$ cat config.mk
export PLATFORM = sky130hd
export DESIGN_NAME = ptp_top
export DESIGN_NICKNAME = d
export VERILOG_FILES = /design/src/rtl/ptp_pkg.sv /design/src/rtl/ptp_regs.sv /design/src/rtl/ptp_prescaler.sv /design/src/rtl/ptp_period.sv /design/src/rtl/ptp_top.sv
export SDC_FILE = /design/constraint.sdc
export NUM_CORES = 1
export LEC_CHECK = 0
export BUFFER_PORTS_ARGS = -buffer_cell sky130_fd_sc_hd__buf_2
export CAP_MARGIN = 20
export CORE_MARGIN = 5
export CORE_UTILIZATION = 45
export DETAILED_ROUTE_END_ITERATION = 7
export GPL_TIMING_DRIVEN = 1
export SLEW_MARGIN = 20
export SYNTH_ARGS = -nofsm -noshare
export SYNTH_HDL_FRONTEND = slang
export SYNTH_SLANG_ARGS = --single-unit
$ cat constraint.sdc
create_clock -name clk -period 4.5 [get_ports clk]
set_input_delay 0.45 -clock clk [delete_from_list [all_inputs] [get_ports clk]]
set_output_delay 0.45 -clock clk [all_outputs]
set_load 0.05 [all_outputs]
$ cat src/rtl/ptp_pkg.sv
`timescale 1ns/1ps
package ptp_pkg;
  localparam int REG_W    = 32;
  localparam int CNT_W    = 10;
  localparam int EXP_HI_W = 4;
  localparam int EXP_W    = EXP_HI_W + 1;
  localparam int EXP_MAX  = 24;
  localparam int DIV_W    = EXP_MAX;

  localparam int OFS_CTRL  = 'h0;
  localparam int OFS_COUNT = 'h4;

  // control register bit positions
  localparam int CB_RUN       = 0;
  localparam int CB_CLKSEL    = 4;
  localparam int CB_HOLD      = 11;
  localparam int CB_EXPLO     = 15;
  localparam int CB_EXPHI_LSB = 16;

  // count register field positions
  localparam int NB_PER_LSB = 16;
  localparam int NB_ACT_LSB = 0;

  typedef struct packed {
    logic [CNT_W-1:0] period;
    logic [CNT_W-1:0] phase;
    logic [EXP_W-1:0] expo;
  } ptp_cfg_t;
endpackage

$ cat src/rtl/ptp_regs.sv
`timescale 1ns/1ps
module ptp_regs
  import ptp_pkg::*;
#(
  parameter int ADDR_W = 4
) (
  input  logic              clk,
  input  logic              rst_n,
  input  logic              bus_wr,
  input  logic [ADDR_W-1:0] bus_addr,
  input  logic [REG_W-1:0]  bus_wdata,
  input  logic              boundary,
  output logic [REG_W-1:0]  bus_rdata,
  output logic              run,
  output ptp_cfg_t          live
);
  logic wr_ctrl, wr_count;
  logic [EXP_W-1:0] exp_raw, exp_sat;
  ptp_cfg_t stage_q, live_q;
  logic run_q, hold_q, clksel_q, pend_q;
  logic live_ok, stage_ok, commit;

  assign wr_ctrl  = bus_wr && (bus_addr == ADDR_W'(OFS_CTRL));
  assign wr_count = bus_wr && (bus_addr == ADDR_W'(OFS_COUNT));

  // exponent = high field * 2 + low bit, saturated at the maximum
  assign exp_raw = {bus_wdata[CB_EXPHI_LSB +: EXP_HI_W], bus_wdata[CB_EXPLO]};
  assign exp_sat = (exp_raw > EXP_W'(EXP_MAX)) ? EXP_W'(EXP_MAX) : exp_raw;

  assign live_ok  = (live_q.period != '0) && (live_q.phase != '0);
  assign stage_ok = (stage_q.period != '0) && (stage_q.phase != '0);
  assign commit   = pend_q && !hold_q && (boundary || !run_q);

  always_ff @(posedge clk or negedge rst_n) begin
    if (!rst_n) begin
      stage_q  <= '0;
      live_q   <= '0;
      run_q    <= 1'b0;
      hold_q   <= 1'b0;
      clksel_q <= 1'b0;
      pend_q   <= 1'b0;
    end else begin
      if (commit) begin
        live_q.expo <= stage_q.expo;
        if (stage_ok) begin
          live_q.period <= stage_q.period;
          live_q.phase  <= stage_q.phase;
        end
        pend_q <= 1'b0;
      end
      if (wr_ctrl) begin
        hold_q       <= bus_wdata[CB_HOLD];
        clksel_q     <= bus_wdata[CB_CLKSEL];
        stage_q.expo <= exp_sat;
        pend_q       <= 1'b1;
        if (bus_wdata[CB_RUN]) begin
          if (!run_q) run_q <= live_ok;
        end else begin
          run_q <= 1'b0;
        end
      end
      if (wr_count) begin
        stage_q.period <= bus_wdata[NB_PER_LSB +: CNT_W];
        stage_q.phase  <= bus_wdata[NB_ACT_LSB +: CNT_W];
        pend_q         <= 1'b1;
      end
    end
  end

  always_comb begin
    bus_rdata = '0;
    if (bus_addr == ADDR_W'(OFS_CTRL)) begin
      bus_rdata[CB_RUN]                      = run_q;
      bus_rdata[CB_CLKSEL]                   = clksel_q;
      bus_rdata[CB_HOLD]                     = hold_q;
      bus_rdata[CB_EXPLO]                    = stage_q.expo[0];
      bus_rdata[CB_EXPHI_LSB +: EXP_HI_W]    = stage_q.expo[EXP_W-1:1];
    end else if (bus_addr == ADDR_W'(OFS_COUNT)) begin
      bus_rdata[NB_PER_LSB +: CNT_W] = stage_q.period;
      bus_rdata[NB_ACT_LSB +: CNT_W] = stage_q.phase;
    end
  end

  assign run  = run_q;
  assign live = live_q;

  assert_run_needs_counts_R7: assert property (@(posedge clk) disable iff (!rst_n)
    run_q |-> live_ok);
  assert_hold_freezes_live_R9: assert property (@(posedge clk) disable iff (!rst_n)
    hold_q |=> $stable(live_q));
  assert_zero_count_kept_out_R8: assert property (@(posedge clk) disable iff (!rst_n)
    (commit && !stage_ok) |=> $stable({live_q.period, live_q.phase}));
  assert_expo_bound_R4: assert property (@(posedge clk) disable iff (!rst_n)
    (live_q.expo <= EXP_W'(EXP_MAX)) && (stage_q.expo <= EXP_W'(EXP_MAX)));
endmodule

$ cat src/rtl/ptp_prescaler.sv
`timescale 1ns/1ps
module ptp_prescaler
  import ptp_pkg::*;
(
  input  logic             clk,
  input  logic             rst_n,
  input  logic             run,
  input  logic [EXP_W-1:0] expo,
  output logic             tick
);
  logic [DIV_W-1:0] div_q, lim;

  assign lim  = ~({DIV_W{1'b1}} << expo);
  assign tick = run && (div_q == lim);

  always_ff @(posedge clk or negedge rst_n) begin
    if (!rst_n)             div_q <= '0;
    else if (!run || tick)  div_q <= '0;
    else                    div_q <= div_q + DIV_W'(1);
  end

  assert_start_from_zero_R12: assert property (@(posedge clk) disable iff (!rst_n)
    $rose(run) |-> (div_q == '0));
endmodule

$ cat src/rtl/ptp_period.sv
`timescale 1ns/1ps
module ptp_period
  import ptp_pkg::*;
(
  input  logic             clk,
  input  logic             rst_n,
  input  logic             run,
  input  logic             tick,
  input  logic [CNT_W-1:0] period,
  input  logic [CNT_W-1:0] phase,
  output logic             boundary,
  output logic             wave
);
  logic [CNT_W-1:0] pos_q;

  assign boundary = tick && (pos_q == period - CNT_W'(1));
  assign wave     = run && (pos_q < phase);

  always_ff @(posedge clk or negedge rst_n) begin
    if (!rst_n)        pos_q <= '0;
    else if (!run)     pos_q <= '0;
    else if (tick)     pos_q <= boundary ? '0 : pos_q + CNT_W'(1);
  end

  assert_pos_in_range_R5: assert property (@(posedge clk) disable iff (!rst_n)
    run |-> (pos_q < period));
  assert_hold_between_ticks_R4: assert property (@(posedge clk) disable iff (!rst_n)
    (run && !tick) |=> $stable(pos_q));
endmodule

$ cat src/rtl/ptp_top.sv
`timescale 1ns/1ps
module ptp_top
  import ptp_pkg::*;
#(
  parameter int ADDR_W = 4
) (
  input  logic              clk,
  input  logic              rst_n,
  input  logic              bus_wr,
  input  logic [ADDR_W-1:0] bus_addr,
  input  logic [REG_W-1:0]  bus_wdata,
  output logic [REG_W-1:0]  bus_rdata,
  output logic              pwm_out
);
  logic     run, tick, boundary;
  ptp_cfg_t live;

  ptp_regs #(.ADDR_W(ADDR_W)) regs_i (
    .clk(clk), .rst_n(rst_n), .bus_wr(bus_wr), .bus_addr(bus_addr),
    .bus_wdata(bus_wdata), .boundary(boundary), .bus_rdata(bus_rdata),
    .run(run), .live(live)
  );

  ptp_prescaler presc_i (
    .clk(clk), .rst_n(rst_n), .run(run), .expo(live.expo), .tick(tick)
  );

  ptp_period per_i (
    .clk(clk), .rst_n(rst_n), .run(run), .tick(tick),
    .period(live.period), .phase(live.phase),
    .boundary(boundary), .wave(pwm_out)
  );

  assert_low_when_reset_R1: assert property (@(posedge clk)
    !rst_n |-> !pwm_out);
endmodule

==> qor.yml, run 1 <==
regToRegSetupSlack_ns: 0.68
r2r_cells: 8
cp_max_fo: 20
avgSynthCellArea_um2: 9.88
cts_hold_buf: 0
synth_cells: 530
p_leak_nw: 2.78
mostFrequentLayoutCells: "88 x dfrtp_1, 50 x buf_2, 49 x nor2_1"
p_switching_mw: 1.14
worst_pin_slew_ns: 0.967
synthXorXnorAreaFrac_pct: 7.19
clock_sinks: 88
core-area_um2: 11400
power-per-cell-area_nw_per_um2: 529
irDropWorstVdd_uv: 269
vias_per_cell: 5.52
yosys.area_share.simple_pct: 18.0
finalHoldViolCount: 0
post_cts_buffers: 0
cts.repair.resized: 0
cts-root-buf: "clkbuf_16"
port_buffers: 51
areaGrowthSynthToFinish_pct: 11.5
grt_antenna_before_repair: 0
insertion_delay_ns: 0.34
synth_top_family_by_area: "simple AND/OR/NAND/NOR gates"
internal_power_mw: 1.95
synth_area_um2: 5240
yosysUniqueCellTypes: 56
drive_above_1_share_pct: 22.6
synth_top_area_share_pct: 42.1
seq_power_share_pct: 39.9
first_iter_violations: 253
rr_endpoint: "regs_i.live[7]"
finClkSkew_ns: 0.00614
reg2reg_from: "regs_i.live[1]"
dp_hpwl_um: 8460
drv_cap: 0
ys_async_sr_fraction_pct: 100
post_drt_wl_per_cell_um: 16.5
finalCriticalPeriod_ns: 3.82
fp.dieArea_um2: 13900
power_frac_comb_pct: 36.0
worstSetupEndpointType: "flip-flop"
finalInstanceArea_um2: 5840
synth_warnings: 0
diodes: 0
htree_levels: 3
ios: 72
clockBufferDepth: 2
grt-ovfl-total: 0
layout_commonest_cell: "dfrtp_1"
fin_crit_sh_pct: 84.9
yosys.area.top_type: "dfrtp_1"
clkTransAtPathRegs_ns: 0.06
startpoint_type: "flip-flop"
synth_fa_ha_area_share_pct: 2.87
p_sw_share_pct: 36.8
postPlaceCellArea_um2: 5540
status: "complete, no violations"
synth_flop_cell: "dfrtp_1"
ys_seq_area_share_pct: 42.1
track_usage_pct: 17.6
final_nets: 617
cts_buffers: 9
critPathKind: "flip-flop to flip-flop"
min_path_type: "input port to asynchronous set/reset pin"
cts_tree: "built"
crit_start: "regs_i.live[1]"
p_clk_share_pct: 24.1
dr.pass1.iters: 4
final_max_slew_viol_count: 0
max_clock_freq_mhz: 262
grt_first_pass_wirelength_um: 20300
drc_errors: 0
start_util_pct: 45.9
cp.arrival_ns: 4.04
num_vias: 3933
grt_max_degree: 52
synth-compound-area-share_pct: 10.7
wl_um: 11800
synth_edf_count: 0
setup_violations: 0
worstPathRequired_ns: 4.72
gp_congestion: 0.884
drtAntennaViolNets: 0
grt_pass1_vias: 3978
relSlewSlack_pct: 35.4
die_w_um: 118
ys_ff_latch: 88
yosys-top-cells-area: "dfrtp_1 42%, mux2_2 6.5%, mux2_4 5.7%"
rsz0062_at_grt: "no"
finalSetupTns_ns: 0
die_h_um: 118
synthMuxAreaShare_pct: 13.3
num_rows: 39
## area by class of cell
cell class | instances | area [um^2]
Fill cell | 1073 | 5580
Inverter | 20 | 75.1
Clock inverter | 5 | 57.6
Clock buffer | 10 | 239
Multi-Input combinational cell | 389 | 2780
Sequential cell | 88 | 2200
Timing Repair Buffer | 58 | 310
Tap cell | 143 | 179
## critical path, stage by stage (launching register included)
cell and delay, ns:
dfrtp_1 0.71, nand3_1 0.13, a2111oi_1 0.48, a2bb2oi_1 0.12, a2111o_1 0.36, o41ai_4 0.45, nand4b_4 0.21, or3_2 0.84
mux2_4 0.40
## worst max-delay path by stage
stage / end / cells after the start
global placement: regs_i.live[11] / 8
CTS: regs_i.live[7] / 8
floorplan: regs_i.live[10] / 11
finish: regs_i.live[7] / 8
global route: regs_i.live[5] / 8
detailed placement: regs_i.live[7] / 8
## cell families (layout without fill, tap and decap cells)
family                   after synthesis  after routing
XOR/XNOR                              43             43
flip-flops                            88             88
adder cells (fa/ha/maj)               12             12
other                                  1             10
multiplexers                          56             56
AO/OA/AOI/OAI                         82             82
buffers and inverters                 62             93
AND/OR/NAND/NOR                      186            186
## metal layers
| metal | GRT usage, % | vias up | share of wire, % |
|---|---|---|---|
| li1 | - | 1925 | - |
| met1 | 25.9 | 1905 | 50 |
| met2 | 26.1 | 90 | 44 |
| met3 | 2.88 | 13 | 4.5 |
| met4 | 5.95 | 0 | 1.4 |
| met5 | 0 | - | 0 |
## cells in the mapped netlist, types with 7 or more instances
cell      instances
and3_1           20
nand3_1          16
xor2_1           25
a21oi_1          12
nor4_1            7
nand2_1          39
buf_2             8
dfrtp_1          88
inv_1            20
mux2_4           20
nand4_1           7
nor2_1           49
ha_1             12
xnor2_1          18
o21ai_0          27
clkbuf_1         18
mux2_2           30
nor3_1           12
nor2b_1           7
buf_4            11
## power groups by stage
stage	Combinational, mW	Sequential, mW	Clock, mW
global route	1.25	1.27	0.797
detailed placement	1.11	1.24	0
CTS	1.12	1.23	0.763
global placement	1.08	1.23	0
floorplan	0.978	1.10	0
finish	1.11	1.23	0.745
## sequential cells by signal, summed over array words and instances (netlist names)
| name | flops |
|---|---|
| regs_i.live | 25 |
| regs_i.stage_q | 25 |
| presc_i.div_q | 24 |
| per_i.pos_q | 10 |
| regs_i.clksel_q | 1 |
| regs_i.hold_q | 1 |
| regs_i.pend_q | 1 |
| regs_i.run | 1 |
## stage by stage
step / util (%) / total power, mW / setup WS, ns / hold WS, ns / cells
3_5_place_dp: 48.5 / 2.35 / 0.566 / 0.457 / 698
3_3_place_gp: 48.5 / 2.31 / 0.586 / 0.457 / 698
4_1_cts: 51.1 / 3.11 / 0.524 / 0.0937 / 713
2_1_floorplan: - / 2.08 / 1.18 / 0.154 / 539
6_report: 51.2 / 3.09 / 0.679 / 0.0761 / 713
5_1_grt: 51.2 / 3.31 / 0.429 / 0.117 / 713
(Power assumes the default switching activity.)
==> run 2: changes to the inputs <==
--- a/config.mk
+++ b/config.mk
@@ -5,6 +5,7 @@
 export SDC_FILE = /design/constraint.sdc
 export NUM_CORES = 1
 export LEC_CHECK = 0
+export ABC_AREA = 1
 export BUFFER_PORTS_ARGS = -buffer_cell sky130_fd_sc_hd__buf_2
 export CAP_MARGIN = 20
 export CORE_MARGIN = 5
==> constraint.sdc (replaced) <==
create_clock -name clk -period 3.85 [get_ports clk]
set_input_delay 0.385 -clock clk [delete_from_list [all_inputs] [get_ports clk]]
set_output_delay 0.385 -clock clk [all_outputs]
set_load 0.05 [all_outputs]
==> qor.yml, run 2 <==
insertion_delay_ns: 0.35
final_max_slew_viol_count: 0
regToRegSetupSlack_ns: 1.11
ys_async_sr_fraction_pct: 100
areaGrowthSynthToFinish_pct: 11.0
yosys-top-cells-area: "dfrtp_1 40%, nand2_1 15%, inv_1 6.4%"
cts-root-buf: "clkbuf_16"
port_buffers: 51
path_cells: "nor2_2 -> nand3_1 -> nand2_1 -> nand2_1 -> nor2_1 -> nand2_1 -> nor2_1 -> nand3_2 -> nand2_2 -> nand4_4 -> nand2_1 -> nand2_1"
critPathKind: "flip-flop to flip-flop"
ys_seq_area_share_pct: 39.8
num_vias: 4981
cp_max_fo: 20
crit_start: "regs_i.live[4]"
drtAntennaViolNets: 0
synth_top_area_share_pct: 39.8
synth_area_um2: 5530
fin_crit_sh_pct: 71.2
min_path_type: "input port to asynchronous set/reset pin"
status: "complete, no violations"
start_util_pct: 46.1
finClkSkew_ns: 0.0105
rsz0062_at_grt: "no"
fillers: 1223
rr_endpoint: "regs_i.live[22]"
relSlewSlack_pct: 30.0
final_nets: 872
p_leak_nw: 3.16
gp_congestion: 0.890
synth_flop_cell: "dfrtp_1"
wl_met2_um: 5880
drv_cap: 0
crit_top_cell: "nand2_1"
layout_commonest_cell: "nand2_1"
fp.dieArea_um2: 14600
finalCriticalPeriod_ns: 2.74
power-per-cell-area_nw_per_um2: 619
crit_path_end: "regs_i.live[22]"
drive_above_1_share_pct: 11.3
post_drt_wl_per_cell_um: 13.9
cts_tree: "built"
fin_util_pct: 51.1
vias_per_cell: 5.12
cts.repair.resized: 0
grt-ovfl-total: 0
drc_errors: 0
post-synth-top-count-cell: "nand2_1"
reg2reg_from: "regs_i.live[4]"
wl_um: 13500
worstSetupEndpointType: "flip-flop"
first_iter_violations: 315
grt_max_degree: 72
clkTransAtPathRegs_ns: 0.07
worst_pin_slew_ns: 1.05
max_clock_freq_mhz: 365
die_w_um: 121
track_usage_pct: 19.7
synth_warnings: 0
diodes: 0
avgSynthCellArea_um2: 7.11
grt_antenna_before_repair: 0
htree_levels: 3
num_rows: 40
grt_pass1_vias: 4709
wl_met3_um: 706
ys_top_cells_by_count: "228 x nand2_1, 95 x inv_1, 91 x nor2_1"
cp.arrival_ns: 2.98
max_stage_delay_ns: 0.63
mostFrequentLayoutCells: "228 x nand2_1, 95 x inv_1, 89 x nor2_1"
startpoint_type: "flip-flop"
synth_edf_count: 0
yosys.area.top_type: "dfrtp_1"
dp_hpwl_um: 10400
setup_violations: 0
dr.pass1.iters: 5
grt_first_pass_wirelength_um: 23200
die_h_um: 121
r2r_cells: 12
ios: 72
irDropWorstVdd_uv: 218
maxUsedRoutingLayer: "met4"
cts_hold_buf: 0
placed_cells: 957
clock_sinks: 88
wl_met1_um: 6700
cts_buffers: 9
finalHoldViolCount: 0
slowest_stage: "dfrtp_1"
clockBufferDepth: 2
finalSetupTns_ns: 0
layout.cells.non_filler: 973
post_cts_buffers: 0
synth_cells: 778
worstPathRequired_ns: 4.08
core-area_um2: 12000
ys_ff_latch: 88
yosysUniqueCellTypes: 41
[run 2: cell type report]
cell class / instances / area, um^2 / share of cell area, %
timing repair buffer: 57 / 303 / 4.93
multi-input combinational: 567 / 2780 / 45.3
clock inverter: 7 / 78.8 / 1.28
inverter: 98 / 370 / 6.03
tap: 147 / 184 / 2.99
clock buffer: 9 / 225 / 3.67
sequential: 88 / 2200 / 35.8
[run 2: where the power goes]
part	leakage, nW	total (mW)	internal, mW	switching (mW)
logic	1.90	1.44	0.505	0.935
registers	1.11	1.46	1.16	0.295
clock network	0.144	0.904	0.510	0.394
total	3.16	3.80	2.18	1.62
[run 2: routing by layer]
layer / vias to the layer above / track usage, %
met2: 113 / 29.8
met3: 15 / 3.82
met1: 2282 / 28.6
met5: - / 0
met4: 0 / 6.02
li1: 2571 / -
[run 2: metrics by stage]
step | cell area, um^2 | worst slack, ns | hold slack (ns) | total power [mW]
2_1_floorplan | 5570 | 1.68 | 0.0894 | 2.57
3_3_place_gp | 5840 | 1.15 | 0.458 | 2.88
3_5_place_dp | 5840 | 1.10 | 0.465 | 2.91
4_1_cts | 6140 | 1.08 | 0.182 | 3.83
5_1_grt | 6140 | 0.701 | 0.232 | 4.13
6_report | 6140 | 1.11 | 0.132 | 3.80
[run 2: kinds of logic after synthesis]
group,share of synthesized area [%]
and+or+nand+nor,34.9
adders and majority gates,2.71
DFF,39.8
other,0.0678
buffers and inverters,10.8
AOI/OAI and AO/OA,8.05
xor gates and xnor gates,3.73
[run 2: worst min-delay path by stage]
stage,to,slack (ns),depth (start not counted)
global route,presc_i.div_q[12],0.23,1
finish,presc_i.div_q[12],0.13,1
global placement,regs_i.pend_q,0.46,2
CTS,presc_i.div_q[12],0.18,1
detailed placement,regs_i.pend_q,0.47,2
floorplan,per_i.pos_q[0],0.09,0
[run 2: critical path, delay by kind of cell (launching register included)]
| family | cells | cell delay (ns) |
|---|---|---|
| flops | 1 | 0.63 |
| simple gates | 12 | 2.00 |
==> run 3: changes to the inputs <==
--- a/config.mk
+++ b/config.mk
@@ -5,13 +5,14 @@
 export SDC_FILE = /design/constraint.sdc
 export NUM_CORES = 1
 export LEC_CHECK = 0
-export ABC_AREA = 1
+export ABC_AREA = 0
 export BUFFER_PORTS_ARGS = -buffer_cell sky130_fd_sc_hd__buf_2
 export CAP_MARGIN = 20
 export CORE_MARGIN = 5
 export CORE_UTILIZATION = 45
 export DETAILED_ROUTE_END_ITERATION = 7
 export GPL_TIMING_DRIVEN = 1
+export PLACE_DENSITY = 0.67
 export SLEW_MARGIN = 20
 export SYNTH_ARGS = -nofsm -noshare
 export SYNTH_HDL_FRONTEND = slang
==> constraint.sdc (replaced) <==
create_clock -name clk -period 2.3 [get_ports clk]
set_input_delay 0.23 -clock clk [delete_from_list [all_inputs] [get_ports clk]]
set_output_delay 0.23 -clock clk [all_outputs]
set_load 0.05 [all_outputs]
==> qor.yml, run 3 (synthesis gave the netlist of run 1 again) <==
htree_levels: 3
max_stage_delay_ns: 0.50
vias_per_cell: 5.49
cp_max_fo: 10
drtAntennaViolNets: 0
violations: "negative setup slack"
start_util_pct: 45.9
p_leak_nw: 3.41
layout.cells.non_filler: 820
drv_cap: 0
max_clock_freq_mhz: 334
final_nets: 723
cts-root-buf: "clkbuf_16"
setup_ws_ns: -0.691
fp.dieArea_um2: 13900
cp.arrival_ns: 3.21
path_cells: "buf_4 -> nand2_4 -> o21ai_0 -> a222oi_1 -> nand4_1 -> o41ai_4 -> nand4b_4 -> or3_4 -> mux2_4"
cp_num_buf_inv: 1
diodes: 0
fin_crit_sh_pct: 130
layout_commonest_cell: "buf_4"
post-place-ws_ns: -0.735
grt-ovfl-total: 0
clkTransAtPathRegs_ns: 0.06
finClkSkew_ns: 0.00796
rsz0062_at_grt: "yes"
worstPathRequired_ns: 2.52
ios: 72
insertion_delay_ns: 0.33
slowest_stage: "dfrtp_2"
finalCriticalPeriod_ns: 2.99
grt_max_degree: 48
cts_tree: "built"
clockBufferDepth: 2
grt_pass1_vias: 4485
drc_errors: 0
holdWs_ns: 0.125
core-area_um2: 11400
areaGrowthSynthToFinish_pct: 37.0
die_h_um: 118
final_max_slew_viol_count: 0
num_vias: 4499
placed_cells: 791
finalHoldViolCount: 0
num_rows: 39
grt_first_pass_wirelength_um: 23100
startpoint_type: "flip-flop"
mostFrequentLayoutCells: "96 x buf_4, 84 x dfrtp_1, 49 x buf_2"
worstSetupEndpointType: "flip-flop"
wl_um: 14300
critPathKind: "flip-flop to flip-flop"
power-per-cell-area_nw_per_um2: 1060
irDropWorstVdd_uv: 558
die_w_um: 118
grt_antenna_before_repair: 0
first_iter_violations: 249
dr.pass1.iters: 7
fin_util_pct: 62.8
min_path_type: "input port to flip-flop"
drive_above_1_share_pct: 43.1
clock_sinks: 88
cts_buffers: 9
relSlewSlack_pct: 41.3
crit_family: "simple AND/OR/NAND/NOR gates"
gp_congestion: 0.878
post_drt_wl_per_cell_um: 17.4
setup_violations: 61
finalSetupTns_ns: -26.50
dp_hpwl_um: 10200
track_usage_pct: 20.2
port_buffers: 51
worst_pin_slew_ns: 0.872
status: "finished, violations left"
## run 3: final cells by class
cell class	instances	area, um^2
clock buffers	11	243
clock inverters	5	80.1
fillers	913	4240
inverters	20	75.1
multi-input cells	392	3170
flip-flops and latches	88	2210
well taps	143	179
repair buffers	161	1220
## run 3: path summary, 6_finish.rpt
kind,startpoint,end,slack (ns),cells after the start
worst max-delay path,regs_i.live[0],regs_i.live[5],-0.69,9
worst min register to register,regs_i.live[9],regs_i.live[9],0.52,1
worst min-delay path,bus_wdata[7],regs_i.stage_q[12],0.13,2
worst max register to register,regs_i.live[0],regs_i.live[5],-0.69,9
max in group asynchronous,rst_n,regs_i.live[1],1.21,3
min in group asynchronous,rst_n,presc_i.div_q[13],0.42,2
## run 3: report_power, final
part	total [mW]	switching (mW)	internal (mW)
clock network	1.58	0.600	0.980
registers	2.25	0.358	1.89
logic	3.79	1.81	1.98
total	7.62	2.76	4.86
## run 3: timing repair
action	in CTS	in global routing
buffers inserted	2	5
cloned	3	2
gates resized for setup	17	91
hold buffers	1	0
setup endpoints to repair	61	61
endpoints found under the hold margin	41	0
pin swaps	7	29
## run 3: worst reg2reg max path: cells and delay by family, from the launching register on
family / cells / cell delay (ns)
and+or+nand+nor: 4 / 0.96
AOI/OAI and AO/OA: 3 / 0.91
DFF: 1 / 0.50
muxes: 1 / 0.32
buffers and inverters: 1 / 0.18
## run 3: metrics by stage
| stage | cell area (um^2) | total power, mW |
|---|---|---|
| global placement | 6330 | 5.23 |
| global route | 7180 | 8.08 |
| CTS | 6780 | 7.11 |
| detailed placement | 6330 | 5.33 |
| floorplan | 5400 | 4.28 |
| finish | 7180 | 7.62 |
## run 3: routing by layer
metal | track usage [%] | up-vias | wire length, um
met4 | 6.52 | 0 | 227
met2 | 32.0 | 140 | 6660
li1 | - | 2152 | -
met5 | 0 | - | 0
met1 | 28.8 | 2188 | 6680
met3 | 2.59 | 19 | 705
